`src/rtl/fes_pkg.sv`:
```
package fes_pkg;

    typedef enum logic [2:0] {
        OP_NOP        = 3'd0,
        OP_PROG       = 3'd1,
        OP_BUFPROG    = 3'd2,
        OP_SECT_ERASE = 3'd3,
        OP_CHIP_ERASE = 3'd4,
        OP_SUSPEND    = 3'd5,
        OP_RESET      = 3'd6,
        OP_ABORT_RST  = 3'd7
    } fes_op_e;

    typedef enum logic [2:0] {
        ST_READ,
        ST_WINDOW,
        ST_ERASE,
        ST_PROG,
        ST_SUSP,
        ST_FAIL,
        ST_ABORT
    } fes_state_e;

    localparam int BIT_POLL   = 7;
    localparam int BIT_TOGGLE = 6;
    localparam int BIT_LIMIT  = 5;
    localparam int BIT_ERASE  = 3;
    localparam int BIT_ABORT  = 1;

    function automatic logic shows_array(fes_state_e st);
        return (st == ST_READ) || (st == ST_SUSP);
    endfunction

    function automatic logic is_busy(fes_state_e st);
        return (st == ST_WINDOW) || (st == ST_ERASE) || (st == ST_PROG);
    endfunction

    function automatic logic [7:0] status_byte(fes_state_e st, logic pd7, logic tog);
        logic [7:0] s;
        s = '0;
        s[BIT_POLL]   = (st == ST_PROG || st == ST_FAIL || st == ST_ABORT) ? ~pd7 : 1'b0;
        s[BIT_TOGGLE] = tog;
        s[BIT_LIMIT]  = (st == ST_FAIL);
        s[BIT_ERASE]  = (st == ST_ERASE);
        s[BIT_ABORT]  = (st == ST_ABORT);
        return s;
    endfunction

endpackage

```
`src/rtl/fes_pulse.sv`:
```
module fes_pulse #(
    parameter int CYC   = 3,
    parameter int LIMIT = 4
) (
    input  logic clk,
    input  logic rst,
    input  logic clr,
    input  logic run,
    output logic pend,
    output logic at_limit
);
    localparam int CW = (CYC > 1) ? $clog2(CYC) : 1;
    localparam int NW = (LIMIT > 1) ? $clog2(LIMIT) : 1;

    logic [CW-1:0] cyc_q;
    logic [NW-1:0] pul_q;

    assign pend     = run && (cyc_q == CW'(CYC - 1));
    assign at_limit = (pul_q == NW'(LIMIT - 1));

    always_ff @(posedge clk) begin
        if (rst || clr) begin
            cyc_q <= '0;
            pul_q <= '0;
        end else if (run) begin
            if (cyc_q == CW'(CYC - 1)) begin
                cyc_q <= '0;
                pul_q <= at_limit ? '0 : pul_q + 1'b1;
            end else begin
                cyc_q <= cyc_q + 1'b1;
            end
        end
    end

    a_r7_pulse_bounded: assert property (@(posedge clk) disable iff (rst)
        pend && at_limit |=> !at_limit || (LIMIT == 1));

endmodule

```
`src/rtl/fes_window.sv`:
```
module fes_window #(
    parameter int T_WIN = 6
) (
    input  logic clk,
    input  logic rst,
    input  logic load,
    input  logic run,
    output logic expire
);
    localparam int WW = $clog2(T_WIN + 1);

    logic [WW-1:0] cnt_q;

    assign expire = run && !load && (cnt_q == WW'(1));

    always_ff @(posedge clk) begin
        if (rst) begin
            cnt_q <= '0;
        end else if (load) begin
            cnt_q <= WW'(T_WIN);
        end else if (run && cnt_q != '0) begin
            cnt_q <= cnt_q - 1'b1;
        end
    end

    a_r3_window_reloads: assert property (@(posedge clk) disable iff (rst)
        load |=> !expire || (T_WIN == 1));

endmodule

```
`src/rtl/fes_array.sv`:
```
module fes_array #(
    parameter int N_SECT = 4,
    parameter int WPS    = 4,
    parameter int DW     = 16,
    localparam int WORDS = N_SECT * WPS,
    localparam int AW    = $clog2(WORDS)
) (
    input  logic              clk,
    input  logic              rst,
    input  logic              prog_en,
    input  logic [AW-1:0]     prog_addr,
    input  logic [DW-1:0]     prog_data,
    input  logic              erase_en,
    input  logic [N_SECT-1:0] erase_sel,
    input  logic [AW-1:0]     rd_addr,
    output logic [DW-1:0]     rd_word,
    output logic [DW-1:0]     pg_word
);
    logic [DW-1:0] mem [WORDS];

    assign rd_word = mem[rd_addr];
    assign pg_word = mem[prog_addr];

    always_ff @(posedge clk) begin
        for (int w = 0; w < WORDS; w++) begin
            if (rst) begin
                mem[w] <= '1;
            end else if (erase_en && erase_sel[w / WPS]) begin
                mem[w] <= '1;
            end else if (prog_en && prog_addr == AW'(w)) begin
                mem[w] <= mem[w] & prog_data;
            end
        end
    end

    a_r6_and_store: assert property (@(posedge clk) disable iff (rst)
        prog_en && !erase_en |=> mem[$past(prog_addr)] == ($past(pg_word) & $past(prog_data)));

    for (genvar s = 0; s < N_SECT; s++) begin : g_erase_chk
        a_r4_sector_ones: assert property (@(posedge clk) disable iff (rst)
            erase_en && erase_sel[s] |=> mem[s * WPS] == {DW{1'b1}});
    end

endmodule

```
`src/rtl/fes_flash_status_ctrl.sv`:
```
module fes_flash_status_ctrl
    import fes_pkg::*;
#(
    parameter int N_SECT       = 4,
    parameter int WPS          = 4,
    parameter int DW           = 16,
    parameter int T_WIN        = 6,
    parameter int PULSE_CYC    = 3,
    parameter int MAX_PULSES   = 4,
    parameter int ERASE_PULSES = 2,
    localparam int WORDS       = N_SECT * WPS,
    localparam int AW          = $clog2(WORDS),
    localparam int WB          = $clog2(WPS)
) (
    input  logic          clk,
    input  logic          rst,
    input  logic          cmd_vld,
    input  logic [2:0]    cmd_op,
    input  logic [AW-1:0] cmd_addr,
    input  logic [DW-1:0] cmd_data,
    input  logic          rd_en,
    input  logic [AW-1:0] rd_addr,
    output logic          rd_vld,
    output logic [DW-1:0] rd_data,
    output logic          busy
);
    localparam int SW = AW - WB;

    fes_state_e        st_q;
    logic [N_SECT-1:0] set_q;
    logic [AW-1:0]     pa_q;
    logic [DW-1:0]     pd_q;
    logic              from_susp_q;
    logic              tgl_q;

    logic is_prog, is_buf, is_se, is_ce, is_susp, is_reset, is_abrst;
    assign is_prog  = cmd_vld && cmd_op == OP_PROG;
    assign is_buf   = cmd_vld && cmd_op == OP_BUFPROG;
    assign is_se    = cmd_vld && cmd_op == OP_SECT_ERASE;
    assign is_ce    = cmd_vld && cmd_op == OP_CHIP_ERASE;
    assign is_susp  = cmd_vld && cmd_op == OP_SUSPEND;
    assign is_reset = cmd_vld && cmd_op == OP_RESET;
    assign is_abrst = cmd_vld && cmd_op == OP_ABORT_RST;

    logic [SW-1:0]     cmd_sect;
    logic              aligned;
    logic [N_SECT-1:0] sect_bit;
    assign cmd_sect = cmd_addr[AW-1:WB];
    assign aligned  = (cmd_addr[WB-1:0] == '0);
    assign sect_bit = N_SECT'(1) << cmd_sect;

    logic start_prog;
    assign start_prog = (st_q == ST_READ && (is_prog || (is_buf && aligned)))
                     || (st_q == ST_SUSP && is_prog);

    // acceptance window
    logic win_load, win_exp;
    assign win_load = (st_q == ST_READ || st_q == ST_WINDOW) && is_se;

    fes_window #(.T_WIN(T_WIN)) u_win (
        .clk(clk), .rst(rst), .load(win_load),
        .run(st_q == ST_WINDOW), .expire(win_exp)
    );

    // erase pulse sequencer
    logic er_clr, er_run, er_pend, er_last, er_done;
    assign er_clr  = (st_q == ST_READ && is_ce) || (st_q == ST_WINDOW && !is_se && win_exp);
    assign er_run  = (st_q == ST_ERASE) && !is_susp;
    assign er_done = er_pend && er_last;

    fes_pulse #(.CYC(PULSE_CYC), .LIMIT(ERASE_PULSES)) u_er_pulse (
        .clk(clk), .rst(rst), .clr(er_clr), .run(er_run),
        .pend(er_pend), .at_limit(er_last)
    );

    // program pulse sequencer
    logic pg_pend, pg_last, pg_ok, pg_good, pg_fail;
    logic [DW-1:0] pg_word, rd_word;

    fes_pulse #(.CYC(PULSE_CYC), .LIMIT(MAX_PULSES)) u_pg_pulse (
        .clk(clk), .rst(rst), .clr(start_prog), .run(st_q == ST_PROG),
        .pend(pg_pend), .at_limit(pg_last)
    );

    assign pg_ok   = ((~pg_word & pd_q) == '0);
    assign pg_good = pg_pend && pg_ok;
    assign pg_fail = pg_pend && !pg_ok && pg_last;

    fes_array #(.N_SECT(N_SECT), .WPS(WPS), .DW(DW)) u_array (
        .clk(clk), .rst(rst),
        .prog_en(pg_good), .prog_addr(pa_q), .prog_data(pd_q),
        .erase_en(er_done), .erase_sel(set_q),
        .rd_addr(rd_addr), .rd_word(rd_word), .pg_word(pg_word)
    );

    // mode sequencing
    always_ff @(posedge clk) begin
        if (rst) begin
            st_q        <= ST_READ;
            set_q       <= '0;
            pa_q        <= '0;
            pd_q        <= '0;
            from_susp_q <= 1'b0;
        end else begin
            if (start_prog) begin
                pa_q <= cmd_addr;
                pd_q <= cmd_data;
            end
            unique case (st_q)
                ST_READ: begin
                    if (start_prog) begin
                        st_q        <= ST_PROG;
                        from_susp_q <= 1'b0;
                    end else if (is_buf) begin
                        st_q <= ST_ABORT;
                        pd_q <= cmd_data;
                    end else if (is_se) begin
                        st_q  <= ST_WINDOW;
                        set_q <= sect_bit;
                    end else if (is_ce) begin
                        st_q  <= ST_ERASE;
                        set_q <= '1;
                    end
                end
                ST_WINDOW: begin
                    if (is_se)        set_q <= set_q | sect_bit;
                    else if (win_exp) st_q  <= ST_ERASE;
                end
                ST_ERASE: begin
                    if (is_susp) begin
                        st_q <= ST_SUSP;
                    end else if (er_done) begin
                        st_q  <= ST_READ;
                        set_q <= '0;
                    end
                end
                ST_SUSP: begin
                    if (is_susp) begin
                        st_q <= ST_ERASE;
                    end else if (start_prog) begin
                        st_q        <= ST_PROG;
                        from_susp_q <= 1'b1;
                    end
                end
                ST_PROG: begin
                    if (pg_good) begin
                        st_q        <= from_susp_q ? ST_SUSP : ST_READ;
                        from_susp_q <= 1'b0;
                    end else if (pg_fail) begin
                        st_q <= ST_FAIL;
                    end
                end
                ST_FAIL: begin
                    if (is_reset) begin
                        st_q        <= from_susp_q ? ST_SUSP : ST_READ;
                        from_susp_q <= 1'b0;
                    end
                end
                ST_ABORT: begin
                    if (is_abrst) st_q <= ST_READ;
                end
                default: st_q <= ST_READ;
            endcase
        end
    end

    // read port: array word or status byte
    always_ff @(posedge clk) begin
        if (rst) begin
            rd_vld  <= 1'b0;
            rd_data <= '0;
            tgl_q   <= 1'b0;
        end else begin
            rd_vld <= rd_en;
            if (rd_en) begin
                if (shows_array(st_q)) begin
                    rd_data <= rd_word;
                end else begin
                    rd_data <= DW'(status_byte(st_q, pd_q[7], tgl_q));
                    tgl_q   <= ~tgl_q;
                end
            end
        end
    end

    assign busy = is_busy(st_q);

    a_r3_window_restart: assert property (@(posedge clk) disable iff (rst)
        st_q == ST_WINDOW && is_se |=> st_q == ST_WINDOW);
    a_r5_chip_direct: assert property (@(posedge clk) disable iff (rst)
        st_q == ST_READ && is_ce |=> st_q == ST_ERASE && set_q == '1);
    a_r4_erase_ignores: assert property (@(posedge clk) disable iff (rst)
        st_q == ST_ERASE && !is_susp |=> st_q == ST_ERASE || st_q == ST_READ);
    a_r7_fail_holds: assert property (@(posedge clk) disable iff (rst)
        st_q == ST_FAIL && !is_reset |=> st_q == ST_FAIL);
    a_r8_reset_to_susp: assert property (@(posedge clk) disable iff (rst)
        st_q == ST_FAIL && is_reset && from_susp_q |=> st_q == ST_SUSP);
    a_r10_abort_holds: assert property (@(posedge clk) disable iff (rst)
        st_q == ST_ABORT && !is_abrst |=> st_q == ST_ABORT);
    a_r12_read_latency: assert property (@(posedge clk) disable iff (rst)
        rd_en |=> rd_vld);
    a_r11_toggle_flips: assert property (@(posedge clk) disable iff (rst)
        rd_en && !shows_array(st_q) |=> rd_data[6] != tgl_q);

endmodule

```
`config.mk`:
```
export PLATFORM = sky130hd
export DESIGN_NAME = fes_flash_status_ctrl
export DESIGN_NICKNAME = d
export VERILOG_FILES = /design/src/rtl/fes_pkg.sv /design/src/rtl/fes_pulse.sv /design/src/rtl/fes_window.sv /design/src/rtl/fes_array.sv /design/src/rtl/fes_flash_status_ctrl.sv
export SDC_FILE = /design/constraint.sdc
export NUM_CORES = 1
export LEC_CHECK = 0
export CORE_ASPECT_RATIO = 0.6
export CORE_MARGIN = 8
export CORE_UTILIZATION = 40
export DETAILED_ROUTE_END_ITERATION = 8
export RECOVER_POWER = 25
export SYNTH_ARGS = -nofsm -noshare
export SYNTH_HDL_FRONTEND = slang
export SYNTH_SLANG_ARGS = --single-unit
```
`constraint.sdc`:
```
create_clock -name clk -period 3.4 [get_ports clk]
set_input_delay 0.68 -clock clk [delete_from_list [all_inputs] [get_ports clk]]
set_output_delay 0.68 -clock clk [all_outputs]
set_load 0.1 [all_outputs]
```
[Word level (Yosys, flattened, before mapping)]
Memory sizes are Yosys's and may differ from the RTL's. A register that Yosys moved wholly into a read port is not among the register bits.
Index checks and enable logic that the tools add are counted.
Operators by class
  add/sub/neg operators: 5
  eq/ne operators: 50
  shifts and indexed selects: 1
  multiplexer cells: 154
  bitwise logic cells: 54
  reductions and logical operators: 74
Operator list (number)
  $mux W16: 37
  $and A16 B16 Y16: 17
  $mux W1: 85
  $mux W3: 17
  $logic_and A1 B1 Y1: 44
  $mux W4: 9
  $eq A4 B4 Y1 const B: 8
  $or A1 B1 Y1: 32
  $eq A3 B3 Y1 const B: 7
  $pmux W3 S7: 1
  $ne A2 B2 Y1 const B: 9
  $eq A4 B3 Y1 const B: 4
  $logic_not A16 Y1: 1
  $not A16 Y16: 1
  $eq A3 B2 Y1 const B: 4
  $pmux W4 S3: 1
  $logic_or A1 B1 Y1: 11
  $eq A3 B1 Y1 const B: 3
  $ne A3 B2 Y1 const B: 3
  $eq A4 B2 Y1 const B: 2
  $ne A2 B1 Y1 const B: 4
  $reduce_and A8 Y1: 1
  $reduce_and A7 Y1: 1
  $add A2 B1 Y2 const B: 3
  other kinds (21): 33
Word-level totals
  register bits: 56
  RAM bits: 256
  bits of input ports: 31
  output and inout bits: 18
  memories: 1
Memories
  u_array.mem: depth 16, bits a word 16, read ports 18, clocked after memory_dff 1, write ports 16, RTL line fes_array.sv:19  | logic [DW-1:0] mem [WORDS];

[Depth between registers and ports, before layout]
Gate-level depths: netlist (run 1).
  depth in word-level cells: 12
  mapped depth: 14
  gate-level depth less buffers: 8

[By module]
From an unflattened synthesis (run 1), not the netlist that was laid out.
Second synthesis, totals
  cell total of the unflattened synthesis: 1299
  area total of the unflattened synthesis: 16856.2 um2
By module, submodules not included
  fes_array: times used 1, cells an instance 955, area each 13885.8 um2
  fes_flash_status_ctrl: times used 1, cells an instance 291, area each 2428.6 um2
  fes_pulse at u_pg_pulse: times used 1, cells an instance 18, area each 201.4 um2
  fes_window: times used 1, cells an instance 22, area each 198.9 um2
  fes_pulse at u_er_pulse: times used 1, cells an instance 13, area each 141.4 um2

[Worst setup path after synthesis (run 1)]
Ideal clock, no wire load.
  path kind: register to register
  from: register (tool-made name)
  to: memory u_array.mem[10][0] (enable)
  setup time: 372 ps
  arrival: 2882 ps
  setup slack: 146 ps
  stages on the path, launching flop included: 13
  buffers on the path: 4
  clock period less this slack: 3254 ps
  cell sequence: dfxtp_1 -> buf_4 -> buf_4 -> nor2_1 -> a22oi_1 -> a311oi_1 -> or4_4 -> nor4_4 -> nand3b_2 -> or2_1 -> buf_2 -> buf_6 -> nand2_1
RTL lines (RTL line)
  end, declared: fes_array.sv:19

==> results of run 1 <==
[area by class of cell]
class                   count  share of cell area (%)
multi-input cells         828                   37.89
clock buffers              40                   4.368
well taps                 579                   3.634
clock inverters            15                  0.6213
inverters                  19                  0.3577
flip-flops and latches    316                   44.65
repair buffers            193                   8.485
[Yosys cell counts (5+ instances only)]
cell,instances
nand3_1,23
or3_1,5
nand2b_1,9
o21ai_0,22
a21oi_1,59
or2_1,14
nand4b_1,6
clkbuf_1,57
buf_6,20
inv_1,19
a311oi_1,5
dfxtp_1,60
mux4_2,134
mux2i_1,26
buf_1,16
o22ai_1,6
nand4_1,6
nand2_1,92
a22oi_1,6
mux2_2,6
nor2_1,44
a21o_1,258
buf_2,22
buf_4,14
nor2b_1,22
nor3_1,19
a32oi_1,5
edfxtp_1,256
[worst max path at each step]
stage | to | cells past startpoint | slack (ns) | startpoint
after floorplan | u_array.mem[10][0] | 12 | 0.15 | flop
after global placement | u_array.mem[4][9] | 11 | 0.07 | flop
after detailed placement | u_array.mem[4][9] | 11 | 0.05 | flop
after CTS | u_array.mem[4][9] | 11 | 0.02 | flop
after global routing | u_array.mem[1][1] | 11 | 0.02 | flop
final | u_array.mem[6][5] | 11 | 0.12 | flop
[placed cells by master, fill, tap and decap left out, types with 23 or more instances in the layout]
cell type	n
a21o_1	258
a21oi_1	59
buf_4	106
clkbuf_1	26
clkbuf_16	32
clkdlybuf4s50_1	25
dfxtp_1	56
edfxtp_1	256
mux2i_1	26
mux4_2	134
nand2_1	92
nand3_1	23
nor2_1	44
[tightest hold or removal path, stage by stage, from the launching register on]
cell and delay, ns:
dfxtp_1 0.31, nor2_1 0.08, nor3_1 0.05
[sequential cells by signal, summed over array words and instances (netlist names), 2 cells and up, named ones only]
| name | count |
|---|---|
| u_win.cnt_q | 3 |
| pd_q | 16 |
| u_pg_pulse.cyc_q | 2 |
| u_pg_pulse.pul_q | 2 |
| st_q | 3 |
| u_er_pulse.cyc_q | 2 |
| set_q | 4 |
| pa_q | 4 |
| rd_data | 16 |
| u_array.mem | 256 |
[where the power goes]
part | switching (W) | internal (W)
combinational | 0.00114 | 0.000478
clock | 0.00152 | 0.00194
sequential | 0.000100 | 0.00426
[metrics by stage]
stage,setup slack (ns),area [µm²],power [W]
global placement,0.06947,19000,0.006053
floorplan,0.1460,17240,0.005497
finish,0.1244,19940,0.009446
detailed placement,0.05325,19000,0.006062
global route,0.02404,19940,0.009746
CTS,0.02490,19990,0.009505
[kinds of logic (layout without fill, tap and decap cells)]
logic type,count (synthesis),count (layout),synth area share (%)
AOI/OAI and AO/OA,384,384,15.67
muxes,168,168,19.71
buffers and inverters,149,267,4.674
and+or+nand+nor,266,266,7.801
adders and majority gates,4,4,0.2903
xor gates and xnor gates,6,6,0.3048
DFF,316,316,51.55
[layer usage]
| layer | part of all wire [%] | routed length (µm) | track usage [%] |
|---|---|---|---|
| met2 | 40 | 22210 | 29.12 |
| met5 | 0.049 | 27 | 0 |
| met1 | 45 | 24810 | 32.15 |
| met4 | 2.6 | 1462 | 5.470 |
| met3 | 12 | 6827 | 7.527 |
[repair_timing]
item | CTS | global route
buffers inserted | 0 | 3
setup endpoints to repair | 0 | 512
gates resized for setup | 0 | 5
==> metrics.txt, run 1 <==
status finished, final reports clean; Hold WS 0.4792 ns; leading area contributor after synthesis edfxtp_1; final wirelength 55340 µm; Synth warnings 0; Buf/Inv on CP 3; Power per Cell Area 473.8 nW/µm²; max cap viols 0; TNS Setup 0 ns; initial antenna violation count 2; post-layout util 46.40%; # DRC 0; Area Overhead vs Synth 15.63%; ant diodes 0; share of cells above drive strength 1 24.31%; core region area 42960 µm²; critical hold path startpoint rd_data[7]; Clock Sink Count 316; RePlAce Congestion 0.9598; Yosys reg bits 316; Post-synth EDFFs 256; Hold Path Sink rd_data[7]; Worst-Margin Slew 1.388 ns; Setup crit end kind flop; Syn Nets 1328; die height 176.8 µm; hold_buf cts 0; fin cells 1990; Vias 12529; first-pass GRT wire length 81280 µm; CP max stage delay 0.53 ns; Cells after Synth 1293; WP data required 3.67 ns; maximum vdd drop 0.3397 mV; CTS buffer count 30; clk root buf clkbuf_16; 1st-iter DRT viols 1602; Rel. slew slack 7.486%; clk_lat worst skew 0.58 ns; vias per cell 6.296; dpl cells 1932; fin crit share 96.34%; vias in the first global route 11785; post-synthesis async set-or-reset flop share 0%; sequential cell area fraction in the yosys report 51.55%; Pre-antenna DRT Iters 6; Total GRT Usage 21.46%; Cell variety after synth 60; R2R depth 11; CTS tree done; WHS Path Cells 2; DP HPWL 41200 µm; final-report setup violation count 0; Crit Path Category flop to flop; Multi-input gate area 7553 µm²; Clock transition at path regs 0.07 ns; average size of a mapped cell 13.33 µm²; crit start category flop; most common flop cell mapped by yosys edfxtp_1; Final Hold Viols 0; die area 50220 µm²; Leakage 5.804 nW; top cells by area, synth edfxtp_1 (45%), mux4_2 (18%), a21o_1 (11%); fin. max-slew vios 0; clk buf depth 3; reg2reg end u_array.mem[6][5]; initial core utilization 40.13%; Netlist Area Pre-Place 17240 µm²; grt ovf 0; Peak Freq 305.3 MHz; share of the synthesized area in the top cell type 44.59%; WP data arrival 3.55 ns; min cycle time layout 3.276 ns; critical path fanouts, max 11; layout filler cell count 3857; Crit-path slowest cell mux4_2; R2R Setup Slk 0.12 ns; Max Clock Skew 0.01817 ns; IO Pins 49; H-tree depth 1; post-layout net count 1423; Wirelength per Cell 27.81 µm; crit-path cells buf_16 -> mux4_2 -> mux2_2 -> or3_1 -> nand3_1 -> nor4_2 -> clkbuf_2 -> nand3b_2 -> nand2b_1 -> nand2_1 -> clkbuf_2; Storage cell area 8901 µm²; port buffer count 48; delay-heaviest family, CP simple AND/OR/NAND/NOR gates; largest net degree at the start of global routing 58; Hold Crit Class flop to flop; num rows 59; die width 284.0 µm; antenna-violating nets left 0; CP dominant cell by count clkbuf_2; RSZ-0062 raised after global routing no
Note: power is estimated with default switching activity, not from simulation.
==> run 2: changes to the inputs <==
--- a/config.mk
+++ b/config.mk
@@ -9,6 +9,7 @@
 export CORE_MARGIN = 8
 export CORE_UTILIZATION = 40
 export DETAILED_ROUTE_END_ITERATION = 8
+export DONT_BUFFER_PORTS = 1
 export RECOVER_POWER = 25
 export SYNTH_ARGS = -nofsm -noshare
 export SYNTH_HDL_FRONTEND = slang
==> run 2 against run 1 <==
  * Cell count decreased by 3.3%
  * Power decreased by 3.1%
  * Clock skew increased by 0.0029 ns
==> metrics.txt, run 2 (synthesis gave the netlist of run 1 again) <==
WP data required 3.72 ns (+0.05 ns); Worst-Margin Slew 1.155 ns (-0.2322 ns); Clock transition at path regs 0.07 ns (about the same); Clock Sink Count 316 (unchanged); Max Clock Skew 0.02103 ns (+0.002861 ns); antenna-violating nets left 0 (unchanged); port buffer count 0 (-100%); crit start category flop; Vias 12171 (-2.9%); met3 WL 5965 µm (-13%); R2R Setup Slk 0.11 ns (about the same); num rows 59 (unchanged); routed metal-1 wirelength 24140 µm (-2.7%); WP data arrival 3.61 ns (+0.06 ns); final wirelength 53370 µm (-3.6%); H-tree depth 1 (unchanged); Power per Cell Area 471.7 nW/µm² (-0.44%); final-report setup violation count 0 (unchanged); CTS tree done; Top reg by flops u_array.mem; cell-internal power 0.006481 W (-3.0%); critical path fanouts, max 10 (-1); TNS Setup 0 ns (unchanged); Critical Path End u_array.mem[11][9]; CTS buffer count 29 (-3.3%); core region area 42960 µm² (unchanged); largest net degree at the start of global routing 65 (+12%); commonest non-fill, non-tap cells in the layout a21o_1 (258), edfxtp_1 (256), mux4_2 (134), buf_4 (103), nand2_1 (91); reg2reg end u_array.mem[11][9]; Pre-antenna DRT Iters 5 (-1); R2R depth 11 (unchanged); NetSw 0.002671 W (-3.4%); Total GRT Usage 20.64% (-0.82 points); initial antenna violation count 1 (-1); status finished, final reports clean; 1st-iter DRT viols 1432 (-11%); fin crit share 96.73% (+0.39 points); register share of total power 51.3% (+5.1 points); post-route cell area 19400 µm² (-2.7%); layout filler cell count 3884 (+0.70%); metal2 WL 22280 µm (+0.28%); Comb power frac 12.1% (-5.0 points); grt ovf 0 (unchanged); die area 50220 µm² (unchanged); DP HPWL 39380 µm (-4.4%); Wirelength per Cell 27.74 µm (-0.26%); biggest regs u_array.mem (256), pd_q (16), rd_data (16); clock network power share 36.5% (-0.2 points); ant diodes 0 (unchanged); Final Hold Viols 0 (unchanged); maximum vdd drop 0.3034 mV (-11%); die height 176.8 µm (unchanged); # DRC 0 (unchanged); Setup crit end kind flop; dpl cell area 18320 µm² (-3.6%); Net Sw Frac 29.19% (-0.076 points); min cycle time layout 3.289 ns (+0.01338 ns); dpl cells 1862 (-3.6%); first-pass GRT wire length 78670 µm (-3.2%); RSZ-0062 raised after global routing no; Peak Freq 304.0 MHz (-0.41%); IO Pins 49 (unchanged); Hold Crit Class input pin to flop; Rel. slew slack 22.92% (+15 points); clk_lat worst skew 0.58 ns (about the same); RePlAce Congestion 0.9166 (-4.5%); fin. max-slew vios 0 (unchanged); post-layout net count 1358 (-4.6%); DR top layer met5; Crit Path Category flop to flop; Leakage 5.581 nW (-3.8%); share of cells above drive strength 1 24.91% (+0.60 points); most common cell after layout, fill and taps aside a21o_1; critical hold path startpoint rst; vias in the first global route 11517 (-2.3%); clk buf depth 3 (unchanged); max cap viols 0 (unchanged); die width 284.0 µm (unchanged); clk root buf clkbuf_16; Area Overhead vs Synth 12.53%; initial core utilization 40.13% (unchanged); fin cells 1924 (-3.3%); vias per cell 6.326 (+0.47%); number of flip-flops in the largest register 256 (unchanged)
[run 2: cell count changes in the layout (fill, tap and decap cells not counted), moves of 4 or more]
cell / change
clkbuf_4: -5
clkbuf_2: -4
buf_12: -6
or2_4: +5
clkbuf_1: -18
or2_0: -5
clkdlybuf4s50_1: -25
buf_6: +4
buf_2: -4
[run 2: layout make-up]
cell class / instances / area (µm²) / share of cell area (%)
well taps: 579 / 724.4 / 3.734
clock buffers: 40 / 880.8 / 4.540
inverters: 19 / 71.32 / 0.3676
multi-input cells: 828 / 7606 / 39.20
flip-flops and latches: 316 / 8901 / 45.88
repair buffers: 129 / 1145 / 5.901
clock inverters: 13 / 73.82 / 0.3805
[run 2: power by group through the flow]
stage                     Sequential [W]  Combinational [W]  Clock (W)
after floorplan                  0.00468           0.000822          0
after global placement           0.00478            0.00107          0
after detailed placement         0.00478            0.00109          0
after CTS                        0.00469            0.00110    0.00338
after global routing             0.00470            0.00119    0.00352
final                            0.00470            0.00111    0.00334
[run 2: layer usage]
metal / GRT usage (%) / up-vias
met1: 31.39 / 6306
met4: 3.970 / 2
met5: 0.2882 / -
met3: 5.821 / 69
met2: 29.08 / 688
li1: - / 5106
[run 2: critical path, stage by stage, from the launching register on]
cell	delay, ns
dfxtp_4	0.40
buf_6	0.17
inv_2	0.11
buf_4	0.16
or3_1	0.12
a311oi_2	0.15
or4_4	0.57
nor4_4	0.47
nand3_4	0.19
or2_4	0.31
buf_4	0.20
a21o_1	0.17
[run 2: how the worst min path moves through the flow]
stage,end,slack [ns],cells after the start
after global routing,pd_q[0],0.16,1
after floorplan,flop,0.45,2
after global placement,rd_data[6],0.47,2
after detailed placement,flop,0.48,2
final,set_q[3],0.17,1
after CTS,pd_q[0],0.15,1
[run 2: what timing repair did]
action                                  in CTS  in global routing
gates resized for setup                      0                 20
hold endpoints to repair                     0                  0
hold buffers                                 0                  0
setup buffers                                0                  9
endpoints found under the setup margin       0                496
[run 2: through the flow]
stage	setup slack, ns	hold WS, ns	power (W)	util [%]
after global placement	0.1064	0.4719	0.005852	42.64
after detailed placement	0.04317	0.4776	0.005870	42.64
after CTS	0.03378	0.1522	0.009173	44.86
after global routing	0.003682	0.1572	0.009409	45.16
final	0.1110	0.1746	0.009152	45.16
after floorplan	0.1460	0.4547	0.005497	-
